## src/rtl/opr1_unit.sv

```systemverilog
module opr1_unit #(
  parameter int W = 12
) (
  input  logic         clk,
  input  logic         rst_n,
  input  logic         in_valid,
  input  logic [11:0]  instr,
  input  logic [W-1:0] acc_in,
  input  logic         link_in,
  output logic [W-1:0] acc_out,
  output logic         link_out,
  output logic         done,
  output logic         ignored
);
  localparam int H = W / 2;

  logic match;
  logic f_cla, f_cll, f_cma, f_cml, f_rr, f_rl, f_two, f_inc;
  logic [W:0] s_clr, s_cmp, s_inc, s_rot;

  assign match = (instr[11:8] == 4'b1110);
  assign f_cla = instr[7];
  assign f_cll = instr[6];
  assign f_cma = instr[5];
  assign f_cml = instr[4];
  assign f_rr  = instr[3];
  assign f_rl  = instr[2];
  assign f_two = instr[1];
  assign f_inc = instr[0];

  assign s_clr = {link_in & ~f_cll, acc_in & {W{~f_cla}}};
  assign s_cmp = s_clr ^ {f_cml, {W{f_cma}}};
  assign s_inc = s_cmp + {{W{1'b0}}, f_inc};

  always_comb begin
    s_rot = s_inc;
    if (f_rr && !f_rl)
      s_rot = f_two ? {s_inc[1:0], s_inc[W:2]} : {s_inc[0], s_inc[W:1]};
    else if (f_rl && !f_rr)
      s_rot = f_two ? {s_inc[W-2:0], s_inc[W:W-1]} : {s_inc[W-1:0], s_inc[W]};
    else if (!f_rr && !f_rl && f_two)
      s_rot = {s_inc[W], s_inc[H-1:0], s_inc[W-1:H]};
  end

  always_ff @(posedge clk) begin
    if (!rst_n) begin
      acc_out  <= '0;
      link_out <= 1'b0;
      done     <= 1'b0;
      ignored  <= 1'b0;
    end else begin
      done <= in_valid;
      if (in_valid) begin
        ignored <= ~match;
        if (match) {link_out, acc_out} <= s_rot;
        else       {link_out, acc_out} <= {link_in, acc_in};
      end
    end
  end
endmodule


```

## config.mk

```make
export PLATFORM = sky130hd
export DESIGN_NAME = opr1_unit
export DESIGN_NICKNAME = d
export VERILOG_FILES = /design/src/rtl/opr1_unit.sv
export SDC_FILE = /design/constraint.sdc
export NUM_CORES = 1
export LEC_CHECK = 0
export ABC_AREA = 1
export CAP_MARGIN = 20
export CORE_MARGIN = 2
export CORE_UTILIZATION = 51
export CTS_CLUSTER_SIZE = 30
export DETAILED_ROUTE_END_ITERATION = 10
export MAX_ROUTING_LAYER = met4
export PLACE_DENSITY = 0.81
export SYNTH_ARGS = -nofsm -noshare
export SYNTH_HDL_FRONTEND = slang
export SYNTH_SLANG_ARGS = --single-unit
```

## constraint.sdc

```tcl
create_clock -name clk -period 2.8 [get_ports clk]
set_input_delay 0.42 -clock clk [delete_from_list [all_inputs] [get_ports clk]]
set_output_delay 0.42 -clock clk [all_outputs]
set_load 0.02 [all_outputs]
```

==> results.tsv, run 1 <==
stage	metric	value	unit
run_status	result of the run	finished clean	
worst_setup_path	category of cells accounting for the largest share of critical-path delay	buffers and inverters	
synth	warning count from the yosys run	0	
synth	Syn Nets	388	
worst_setup_path	Startpoint Class	input port	
synth	syn_area_per_cell	5.22	um^2
sta	Slew HR	69.5	%
detailed_routing	mean number of vias per cell	5.57	
synth	number of instances in the synthesized netlist	358	
detailed_routing	total via count in the routed design	2506	
clock_network	register clock-pin slew on the reported worst setup and hold paths	0.09	ns
sta	worst setup margin	0.255	ns
detailed_routing	routed wire length per instance	14.2	um
layout	antenna diode count	0	
detailed_routing	number of detailed-routing iterations run before antenna repair	6	
layout	fraction of final layout cells with drive strength greater than 1	9.41	%
floorplan	count of standard-cell rows	21	
grt	total global-route track usage	32.9	%
sta	Hold Vio Cnt, Final	0	
worst_setup_path	total stage count of the critical path	13	
sta	unrepaired setup endpoints after global routing	no	
layout	area grow syn2layout	28.6	%
synth	netlist area before placement	1870	um^2
synth	synthesis-stage register bit count	15	
floorplan	die span in y	64.5	um
synth	most instantiated library cell after synthesis	sky130_fd_sc_hd__nand2_1	
floorplan	Core Footprint	3420	um^2
sta	Worst Tran Pin Value	0.454	ns
clock_network	number of levels the H-tree was split into	1	
floorplan	Horiz. Die Dim	64.5	um
sta	Total Neg Setup Slack	0	ns
power_and_ir_drop	pwr/cell area	303	nW/um^2
worst_setup_path	cell seen most often among critical-path stages	sky130_fd_sc_hd__nand2_1	
worst_setup_path	maximum fanout count along the critical path	6	
sta	portion of the clock cycle consumed by the worst path in the final layout	90.9	%
placed_design	Port Buffer Count	42	
detailed_routing	number of antenna-violating nets in the routed design	0	
sta	final worst hold slack	0.471	ns
synth	Yosys top cell by area	sky130_fd_sc_hd__nand2_1	
worst_setup_path	Crit path arrival time	2.73	ns
clock_network	root buffer cell	sky130_fd_sc_hd__clkbuf_4	
sta	max frequency	0.393	GHz
worst_setup_path	number of buffer and inverter instances along the worst setup path	3	
sta	clock skew after layout	0	ns
worst_hold_path	min-delay worst type	register to register	
clock_network	post-cts sizing count	0	
clock_network	Hold-fix buffers, CTS	0	
detailed_routing	count of unresolved DRC violations after routing	0	
sta	# setup viols final	0	
synth	commonest cells in the netlist	sky130_fd_sc_hd__nand2_1, sky130_fd_sc_hd__nand3_1, sky130_fd_sc_hd__inv_1, sky130_fd_sc_hd__nor2_1, sky130_fd_sc_hd__a21oi_1	
floorplan	die area	4160	um^2
synth	top cells by area, synth	sky130_fd_sc_hd__nand2_1, sky130_fd_sc_hd__dfxtp_1, sky130_fd_sc_hd__nand3_1	
clock_network	buffers inserted by post-CTS timing repair	0	
placed_design	hpwl dp	5150	um
grt	wire length of the first global-routing pass	10300	um
worst_setup_path	CP max stage cell	sky130_fd_sc_hd__clkdlybuf4s50_1	
job	maxcap violations	0	
clock_network	Max Root-Sink Buffers	2	
worst_setup_path	type of destination of the critical path	register	
worst_setup_path	Setup Crit Path Kind	input port to register	
layout	post-layout util	70.3	%
layout	total number of nets in the final design	435	
clock_network	TritonCTS clock tree	built	
detailed_routing	final routed wirelength across all metal layers	6390	um
synth	share of synthesized flip-flops with an asynchronous set or reset	0	%
power_and_ir_drop	Leak Pwr	1.19	nW
synth	area share of the largest cell type after synthesis	26.9	%
worst_hold_path	worst hold path cell count	2	
worst_setup_path	Largest stage delay, worst path	0.60	ns
worst_setup_path	R2R cell count	3	
clock_network	CTS sink count	15	
sta	max-slew violation count	0	
placed_design	worst setup slack before clock tree synthesis	0.0353	ns
floorplan	Starting Density	54.7	%
sta	Tmin final	2.55	ns
synth	Post-synth top flop	sky130_fd_sc_hd__dfxtp_1	
detailed_routing	number of DRC markers in iteration 0	293	
worst_setup_path	required arrival time at the worst endpoint	2.99	ns
worst_setup_path	Cell Chain, Critical Path	clkdlybuf4s50_1 -> xor2_1 -> inv_1 -> ha_1 -> nand3_1 -> xor2_1 -> inv_1 -> nand2_1 -> nand2_1 -> a21oi_1 -> o211ai_1 -> nand3_1 -> nand2_1	
clock_network	Clock Latency Late Sink	0.28	ns
placed_design	GP Congestion	0.961	
power_and_ir_drop	maximum VDD drop	0.229	mV
clock_network	total clock buffers created by CTS	3	
synth	sequential-to-total area share from yosys stat	16.1	%
synth	post-synth cell types	33	
synth	number of flops mapped to enable cells by yosys	0	
power_and_ir_drop	power after layout	728	uW
grt	overflow left after global routing	0	
grt	via count of the first global-routing pass	2244	
grt	largest net degree at the start of global routing	18	
floorplan	Ports	43	
grt	antenna violations before repair	0	
==> routing by layer <==
metal	global-route usage, %	wire length [um]
met1	41.1	2630
met2	52.5	2880
met3	6.94	668
met4	12.2	202
met5	-	0
==> metrics by stage <==
stage / instance area (um^2) / instances
6_report: 2400 / 450
5_1_grt: 2400 / 450
4_1_cts: 2400 / 450
3_5_place_dp: 2380 / 446
3_3_place_gp: 2380 / 446
2_1_floorplan: 1870 / 358
==> final cells by class <==
type / instances / area [um^2]
timing repair buffer: 54 / 510
clock buffer: 4 / 26.3
multi-input combinational: 285 / 1340
tap: 46 / 57.6
inverter: 46 / 173
fill: 319 / 1010
sequential: 15 / 300
==> worst register-to-register path, cell delays in order (launching register included) <==
cell and delay [ns]:
sky130_fd_sc_hd__dfxtp_1 0.31, sky130_fd_sc_hd__nand2_1 0.06, sky130_fd_sc_hd__a21oi_1 0.08, sky130_fd_sc_hd__a31o_2 0.21
==> path summary, 6_finish.rpt <==
check / slack (ns) / end / startpoint
worst max register to register: 2.04 / acc_out[2] / acc_out[2]
worst min-delay path: 0.47 / link_out / link_out
worst max-delay path: 0.25 / acc_out[3] / instr[5]
worst min register to register: 0.47 / link_out / link_out
==> flip-flops by register name, indices dropped and copies added, names as in the netlist <==
| signal | count |
|---|---|
| acc_out | 12 |
| done | 1 |
| ignored | 1 |
| link_out | 1 |
==> where the power goes <==
| part | switching, mW | internal, mW |
|---|---|---|
| clock network | 0.0693 | 0.0554 |
| logic | 0.225 | 0.145 |
| registers | 0.00678 | 0.227 |
| total | 0.301 | 0.427 |
==> layout by cell type (no fill, tap or decap) <==
cell type / instances
sky130_fd_sc_hd__or2_2: 1
sky130_fd_sc_hd__clkinv_1: 2
sky130_fd_sc_hd__o21ai_0: 13
sky130_fd_sc_hd__clkbuf_1: 1
sky130_fd_sc_hd__o21ai_1: 7
sky130_fd_sc_hd__inv_1: 37
sky130_fd_sc_hd__o22ai_1: 1
sky130_fd_sc_hd__o2111ai_1: 1
sky130_fd_sc_hd__and3_1: 1
sky130_fd_sc_hd__a31o_2: 1
sky130_fd_sc_hd__o21ai_2: 1
sky130_fd_sc_hd__clkdlybuf4s50_1: 42
sky130_fd_sc_hd__nand4_1: 2
sky130_fd_sc_hd__nor2_4: 2
sky130_fd_sc_hd__dfxtp_1: 15
sky130_fd_sc_hd__and2_1: 2
sky130_fd_sc_hd__a21oi_1: 18
sky130_fd_sc_hd__buf_4: 12
sky130_fd_sc_hd__nand2_2: 4
sky130_fd_sc_hd__o211ai_1: 4
sky130_fd_sc_hd__nor2_2: 4
sky130_fd_sc_hd__nor2_1: 26
sky130_fd_sc_hd__nand3_2: 2
sky130_fd_sc_hd__a211o_1: 1
sky130_fd_sc_hd__inv_2: 7
sky130_fd_sc_hd__a31oi_1: 1
sky130_fd_sc_hd__nor3_1: 1
sky130_fd_sc_hd__xor2_1: 4
sky130_fd_sc_hd__clkbuf_4: 3
sky130_fd_sc_hd__nand2_1: 134
sky130_fd_sc_hd__xor2_2: 1
sky130_fd_sc_hd__nand3_1: 51
sky130_fd_sc_hd__ha_1: 2
==> cell families (layout without fill, tap and decap cells) <==
group / count (synthesis) / after routing / share of synthesized area, %
simple gates: 230 / 230 / 53.0
compound gates: 48 / 48 / 14.3
flops: 15 / 15 / 16.1
xor+xnor: 5 / 5 / 2.75
fa+ha+maj: 2 / 2 / 1.34
buf+inv: 58 / 104 / 12.5
Power figures use the tool's default switching activity.
==> inputs of run 2 (changes only) <==
--- a/config.mk
+++ b/config.mk
@@ -11,8 +11,9 @@
 export CORE_UTILIZATION = 51
 export CTS_CLUSTER_SIZE = 30
 export DETAILED_ROUTE_END_ITERATION = 10
+export DONT_BUFFER_PORTS = 1
 export MAX_ROUTING_LAYER = met4
-export PLACE_DENSITY = 0.81
+export PLACE_DENSITY = 0.66
 export SYNTH_ARGS = -nofsm -noshare
 export SYNTH_HDL_FRONTEND = slang
 export SYNTH_SLANG_ARGS = --single-unit
==> run 2 against run 1 <==
Power is 14% lower. Critical path depth stayed put. Wire length is 11% lower.
==> results.tsv, run 2 (same netlist as run 1, synthesis figures left out) <==
stage	metric	value	unit
run_status	result of the run	finished clean	
grt	met2 layer usage reported by global route	46.0	%
worst_setup_path	Setup Crit Path Kind	input port to register	
worst_setup_path	total stage count of the critical path	13	
worst_setup_path	Largest stage delay, worst path	0.30	ns
placed_design	hpwl dp	4490	um
floorplan	count of standard-cell rows	21	
worst_setup_path	type of destination of the critical path	register	
clock_network	TritonCTS clock tree	built	
worst_setup_path	required arrival time at the worst endpoint	2.97	ns
grt	grt met1 use	39.7	%
clock_network	post-cts sizing count	0	
placed_design	count of placed standard cells including taps	394	
sta	Tmin final	2.12	ns
worst_setup_path	beginning of the critical path	instr[7]	
worst_hold_path	HP Start	rst_n	
clock_network	register clock-pin slew on the reported worst setup and hold paths	0.09	ns
detailed_routing	number of antenna-violating nets in the routed design	0	
layout	area grow syn2layout	2.08	%
sta	final worst hold slack	0.253	ns
detailed_routing	final routed wirelength across all metal layers	5660	um
layout	fraction of final layout cells with drive strength greater than 1	7.95	%
grt	wire length of the first global-routing pass	9290	um
grt	Most Crowded Layer GR	met2	
floorplan	die area	4160	um^2
sta	Total Neg Setup Slack	0	ns
sta	Hold Vio Cnt, Final	0	
grt	via count of the first global-routing pass	1935	
power_and_ir_drop	pwr/cell area	329	nW/um^2
detailed_routing	mean number of vias per cell	5.56	
sta	Worst Tran Pin Value	0.686	ns
power_and_ir_drop	power after layout	627	uW
detailed_routing	number of detailed-routing iterations run before antenna repair	8	
clock_network	number of levels the H-tree was split into	1	
worst_setup_path	Crit path arrival time	2.29	ns
clock_network	Max Root-Sink Buffers	2	
layout	antenna diode count	0	
layout	total non-filler cell area in the finished layout	1910	um^2
grt	total global-route track usage	28.8	%
floorplan	die span in y	64.5	um
layout	filler instances	384	
power_and_ir_drop	maximum VDD drop	0.117	mV
placed_design	Post-Place Cell Area	1880	um^2
layout	flip-flop count of the largest register, all copies and words added	12	
layout	multi-input gate area in the final layout	1340	um^2
detailed_routing	count of unresolved DRC violations after routing	0	
job	maxcap violations	0	
clock_network	Clock Latency Late Sink	0.27	ns
worst_setup_path	R2R cell count	3	
worst_setup_path	Startpoint Class	input port	
sta	max-slew violation count	0	
clock_network	root buffer cell	sky130_fd_sc_hd__clkbuf_4	
floorplan	Horiz. Die Dim	64.5	um
sta	clock skew after layout	0	ns
grt	grt met3 use	3.13	%
sta	portion of the clock cycle consumed by the worst path in the final layout	75.7	%
grt	largest net degree at the start of global routing	19	
layout	total number of nets in the final design	383	
worst_hold_path	worst hold path cell count	2	
placed_design	Port Buffer Count	0	
sta	Slew HR	54.1	%
worst_hold_path	min-delay worst type	input port to register	
floorplan	Core Footprint	3420	um^2
worst_setup_path	category of cells accounting for the largest share of critical-path delay	simple AND/OR/NAND/NOR gates	
layout	top register by number of flip-flops	acc_out	
power_and_ir_drop	Leak Pwr	0.982	nW
clock_network	CTS sink count	15	
detailed_routing	total via count in the routed design	2213	
grt	antenna violations before repair	0	
grt	overflow left after global routing	0	
layout	Storage cell area	300	um^2
detailed_routing	routed wire length per instance	14.2	um
sta	unrepaired setup endpoints after global routing	no	
placed_design	GP Congestion	1.04	
worst_setup_path	maximum fanout count along the critical path	18	
layout	Post-Layout Cell Count	398	
floorplan	Ports	43	
worst_setup_path	number of buffer and inverter instances along the worst setup path	2	
floorplan	Starting Density	54.7	%
worst_setup_path	Cell Chain, Critical Path	inv_2 -> nand2_1 -> xor2_1 -> inv_1 -> ha_1 -> nand3_1 -> nor2_4 -> xor2_2 -> nor2_1 -> o21ai_1 -> nand4_1 -> nand3_1 -> nand2_1	
worst_setup_path	r2r startpoint	acc_out[2]	
clock_network	buffers inserted by post-CTS timing repair	0	
layout	highest-count cells in the layout ignoring fill and taps	sky130_fd_sc_hd__nand2_1, sky130_fd_sc_hd__nand3_1, sky130_fd_sc_hd__inv_1, sky130_fd_sc_hd__nor2_1, sky130_fd_sc_hd__a21oi_1	
worst_setup_path	CP max stage cell	sky130_fd_sc_hd__xor2_2	
clock_network	Hold-fix buffers, CTS	0	
layout	most common cell after layout, fill and taps aside	sky130_fd_sc_hd__nand2_1	
sta	max frequency	0.472	GHz
sta	# setup viols final	0	
clock_network	total clock buffers created by CTS	3	
detailed_routing	number of DRC markers in iteration 0	226	
[run 2: cell count changes in the layout (fill, tap and decap cells not counted)]
cell	delta
sky130_fd_sc_hd__buf_4	-10
sky130_fd_sc_hd__clkdlybuf4s50_1	-42
[run 2: final timing paths]
check / to / slack (ns)
min: acc_out[4] / 0.25
min reg2reg: ignored / 0.58
max reg2reg: acc_out[2] / 1.90
max: acc_out[6] / 0.68
[run 2: metrics by stage]
stage | setup slack (ns) | util [%]
finish | 0.681 | 55.8
global placement | 0.468 | 55.1
global route | 0.444 | 55.8
detailed placement | 0.435 | 55.1
CTS | 0.714 | 55.8
floorplan | 0.682 | -
[run 2: power breakdown]
part	internal [mW]	switching, mW	total (mW)	leakage (nW)
clock network	0.0551	0.0659	0.121	0.0150
registers	0.227	0.0250	0.252	0.124
logic	0.0806	0.174	0.254	0.843
total	0.363	0.265	0.627	0.982
[run 2: cell type report]
| class | count | area share (%) |
|---|---|---|
| flip-flops and latches | 15 | 15.7 |
| repair buffers | 2 | 0.787 |
| well taps | 46 | 3.02 |
| inverters | 46 | 9.06 |
| multi-input cells | 285 | 70.0 |
| clock buffers | 4 | 1.38 |
[run 2: worst register-to-register path, cell delays in order (launching register included)]
cell	delay [ns]
sky130_fd_sc_hd__dfxtp_1	0.46
sky130_fd_sc_hd__nand2_1	0.08
sky130_fd_sc_hd__a21oi_1	0.18
sky130_fd_sc_hd__a31o_2	0.13
[run 2: layer usage]
layer | up-vias | share of wire (%)
met4 | 0 | 1.5
met3 | 12 | 9.2
met2 | 128 | 44
met5 | - | 0
li1 | 1128 | -
met1 | 945 | 45
==> inputs of run 3 (changes only) <==
==> constraint.sdc (replaced) <==
create_clock -name clk -period 2 [get_ports clk]
set_input_delay 0.3 -clock clk [delete_from_list [all_inputs] [get_ports clk]]
set_output_delay 0.3 -clock clk [all_outputs]
set_load 0.02 [all_outputs]
==> run 3 against run 2 <==
Power rose by 47%. Combinational power rose by 53%. Utilization rose by 2.5 points. Via count rose by 3.2%. Setup slack got worse by 0.39 ns. Sequential share of layout area fell by 0.66 points. Largest cell class unchanged.
==> results.tsv, run 3 (same netlist as run 1, synthesis figures left out) <==
stage	metric	value	unit
clock_network	Hold-fix buffers, CTS	0	
layout	fraction of final layout cells with drive strength greater than 1	11.0	%
sta	Worst Tran Pin Value	0.451	ns
grt	via count of the first global-routing pass	2063	
layout	flip-flop count of the largest register, all copies and words added	12	
placed_design	GP Congestion	1.03	
worst_setup_path	Setup Crit Path Kind	input port to register	
clock_network	buffers inserted by post-CTS timing repair	0	
detailed_routing	number of antenna-violating nets in the routed design	0	
worst_hold_path	min-delay worst type	input port to register	
worst_setup_path	slack of the worst reg-to-reg path	1.09	ns
sta	clock skew after layout	0	ns
grt	antenna violations before repair	0	
layout	top register by number of flip-flops	acc_out	
clock_network	register clock-pin slew on the reported worst setup and hold paths	0.10	ns
detailed_routing	mean number of vias per cell	5.58	
detailed_routing	routed wire length per instance	14.9	um
clock_network	total clock buffers created by CTS	3	
sta	# setup viols final	0	
worst_setup_path	type of destination of the critical path	register	
grt	largest net degree at the start of global routing	18	
layout	most common cell after layout, fill and taps aside	sky130_fd_sc_hd__nand2_1	
placed_design	Post-Place Cell Area	1960	um^2
layout	area grow syn2layout	6.56	%
clock_network	CTS sink count	15	
clock_network	post-cts sizing count	0	
power_and_ir_drop	Leak Pwr	1.04	nW
layout	antenna diode count	0	
worst_setup_path	Cell Chain, Critical Path	inv_2 -> nand2_1 -> xor2_1 -> inv_1 -> ha_1 -> nand3_1 -> nor2_4 -> xor2_2 -> inv_1 -> nand2_1 -> a31oi_1 -> nor2_1 -> o21ai_1	
detailed_routing	count of unresolved DRC violations after routing	0	
floorplan	die span in y	64.5	um
grt	wire length of the first global-routing pass	9970	um
detailed_routing	final routed wirelength across all metal layers	6100	um
layout	highest-count cells in the layout ignoring fill and taps	sky130_fd_sc_hd__nand2_1, sky130_fd_sc_hd__nand3_1, sky130_fd_sc_hd__inv_1, sky130_fd_sc_hd__nor2_1, sky130_fd_sc_hd__a21oi_1	
layout	post-layout util	58.3	%
grt	overflow left after global routing	0	
worst_setup_path	r2r startpoint	acc_out[2]	
floorplan	Starting Density	54.7	%
floorplan	Horiz. Die Dim	64.5	um
worst_setup_path	required arrival time at the worst endpoint	2.20	ns
clock_network	Max Root-Sink Buffers	2	
worst_setup_path	Largest stage delay, worst path	0.32	ns
sta	max-slew violation count	0	
worst_setup_path	worst reg2reg endpoint	acc_out[2]	
worst_setup_path	maximum fanout count along the critical path	6	
floorplan	die area	4160	um^2
layout	total number of nets in the final design	394	
worst_setup_path	CP max stage cell	sky130_fd_sc_hd__xor2_2	
layout	total non-filler cell area in the finished layout	1990	um^2
placed_design	Port Buffer Count	0	
run_status	result of the run	finished clean	
detailed_routing	total via count in the routed design	2284	
clock_network	number of levels the H-tree was split into	1	
grt	total global-route track usage	31.8	%
worst_hold_path	HP Start	rst_n	
detailed_routing	number of DRC markers in iteration 0	265	
floorplan	Core Footprint	3420	um^2
job	maxcap violations	0	
placed_design	count of placed standard cells including taps	405	
sta	Slew HR	69.7	%
sta	Total Neg Setup Slack	0	ns
worst_setup_path	Startpoint Class	input port	
worst_hold_path	worst hold path cell count	2	
sta	unrepaired setup endpoints after global routing	no	
sta	Tmin final	1.71	ns
worst_setup_path	Crit path arrival time	1.91	ns
floorplan	count of standard-cell rows	21	
worst_hold_path	end point of the most critical hold path	acc_out[3]	
sta	max frequency	0.585	GHz
clock_network	Clock Latency Late Sink	0.29	ns
sta	Hold Vio Cnt, Final	0	
floorplan	Ports	43	
clock_network	TritonCTS clock tree	built	
clock_network	root buffer cell	sky130_fd_sc_hd__clkbuf_4	
worst_setup_path	R2R cell count	3	
placed_design	hpwl dp	4940	um
power_and_ir_drop	pwr/cell area	464	nW/um^2
layout	Post-Layout Cell Count	409	
power_and_ir_drop	maximum VDD drop	0.185	mV
detailed_routing	number of detailed-routing iterations run before antenna repair	5	
sta	portion of the clock cycle consumed by the worst path in the final layout	85.4	%
[run 3: cell types whose count changed in the layout (fill, tap and decap cells not counted)]
cell and change:
sky130_fd_sc_hd__buf_4 +11, sky130_fd_sc_hd__clkbuf_1 -1, sky130_fd_sc_hd__clkinv_2 +1
[run 3: report_power, final]
part	internal [mW]	total [mW]	switching (mW)	leakage, nW
logic	0.133	0.388	0.254	0.897
registers	0.318	0.353	0.0352	0.124
clock network	0.0744	0.182	0.108	0.0177
[run 3: area by class of cell]
type / instances / area, um^2
fill: 392 / 1430
multi-input combinational: 285 / 1340
sequential: 15 / 300
inverter: 46 / 173
timing repair buffer: 13 / 97.6
tap: 46 / 57.6
clock buffer: 3 / 22.5
clock inverter: 1 / 5.00
[run 3: stage by stage]
stage	setup WS, ns	hold WS [ns]	power (mW)
floorplan	0.00192	0.417	0.644
global placement	0.0208	0.418	0.740
detailed placement	-0.00486	0.417	0.738
CTS	0.304	0.111	0.916
global route	0.0268	0.116	0.987
finish	0.292	0.108	0.923
[run 3: worst max path at each step]
stage / startpoint / cells past startpoint / to / slack [ns]
final: instr[7] / 13 / acc_out[5] / 0.29
after global routing: instr[7] / 18 / acc_out[1] / 0.03
after CTS: instr[7] / 13 / acc_out[6] / 0.30
after detailed placement: instr[7] / 13 / acc_out[6] / -0.005
after global placement: instr[7] / 13 / acc_out[6] / 0.02
after floorplan: instr[7] / 16 / acc_out[9] / 0.002
[run 3: critical path: cells and delay by family]
| kind | cells | cell delay, ns |
|---|---|---|
| xor gates and xnor gates | 2 | 0.46 |
| adders and majority gates | 1 | 0.14 |
| and+or+nand+nor | 5 | 0.69 |
| buffers and inverters | 3 | 0.17 |
| AOI/OAI and AO/OA | 2 | 0.15 |
[run 3: layer usage]
| layer | part of all wire (%) | track usage (%) | wire, um | vias up |
|---|---|---|---|---|
| met3 | 10 | 4.34 | 633 | 22 |
| li1 | - | - | - | 1147 |
| met2 | 42 | 48.2 | 2560 | 153 |
| met1 | 44 | 42.9 | 2690 | 962 |
| met5 | 0 | - | 0 | - |
| met4 | 3.5 | 12.2 | 215 | 0 |
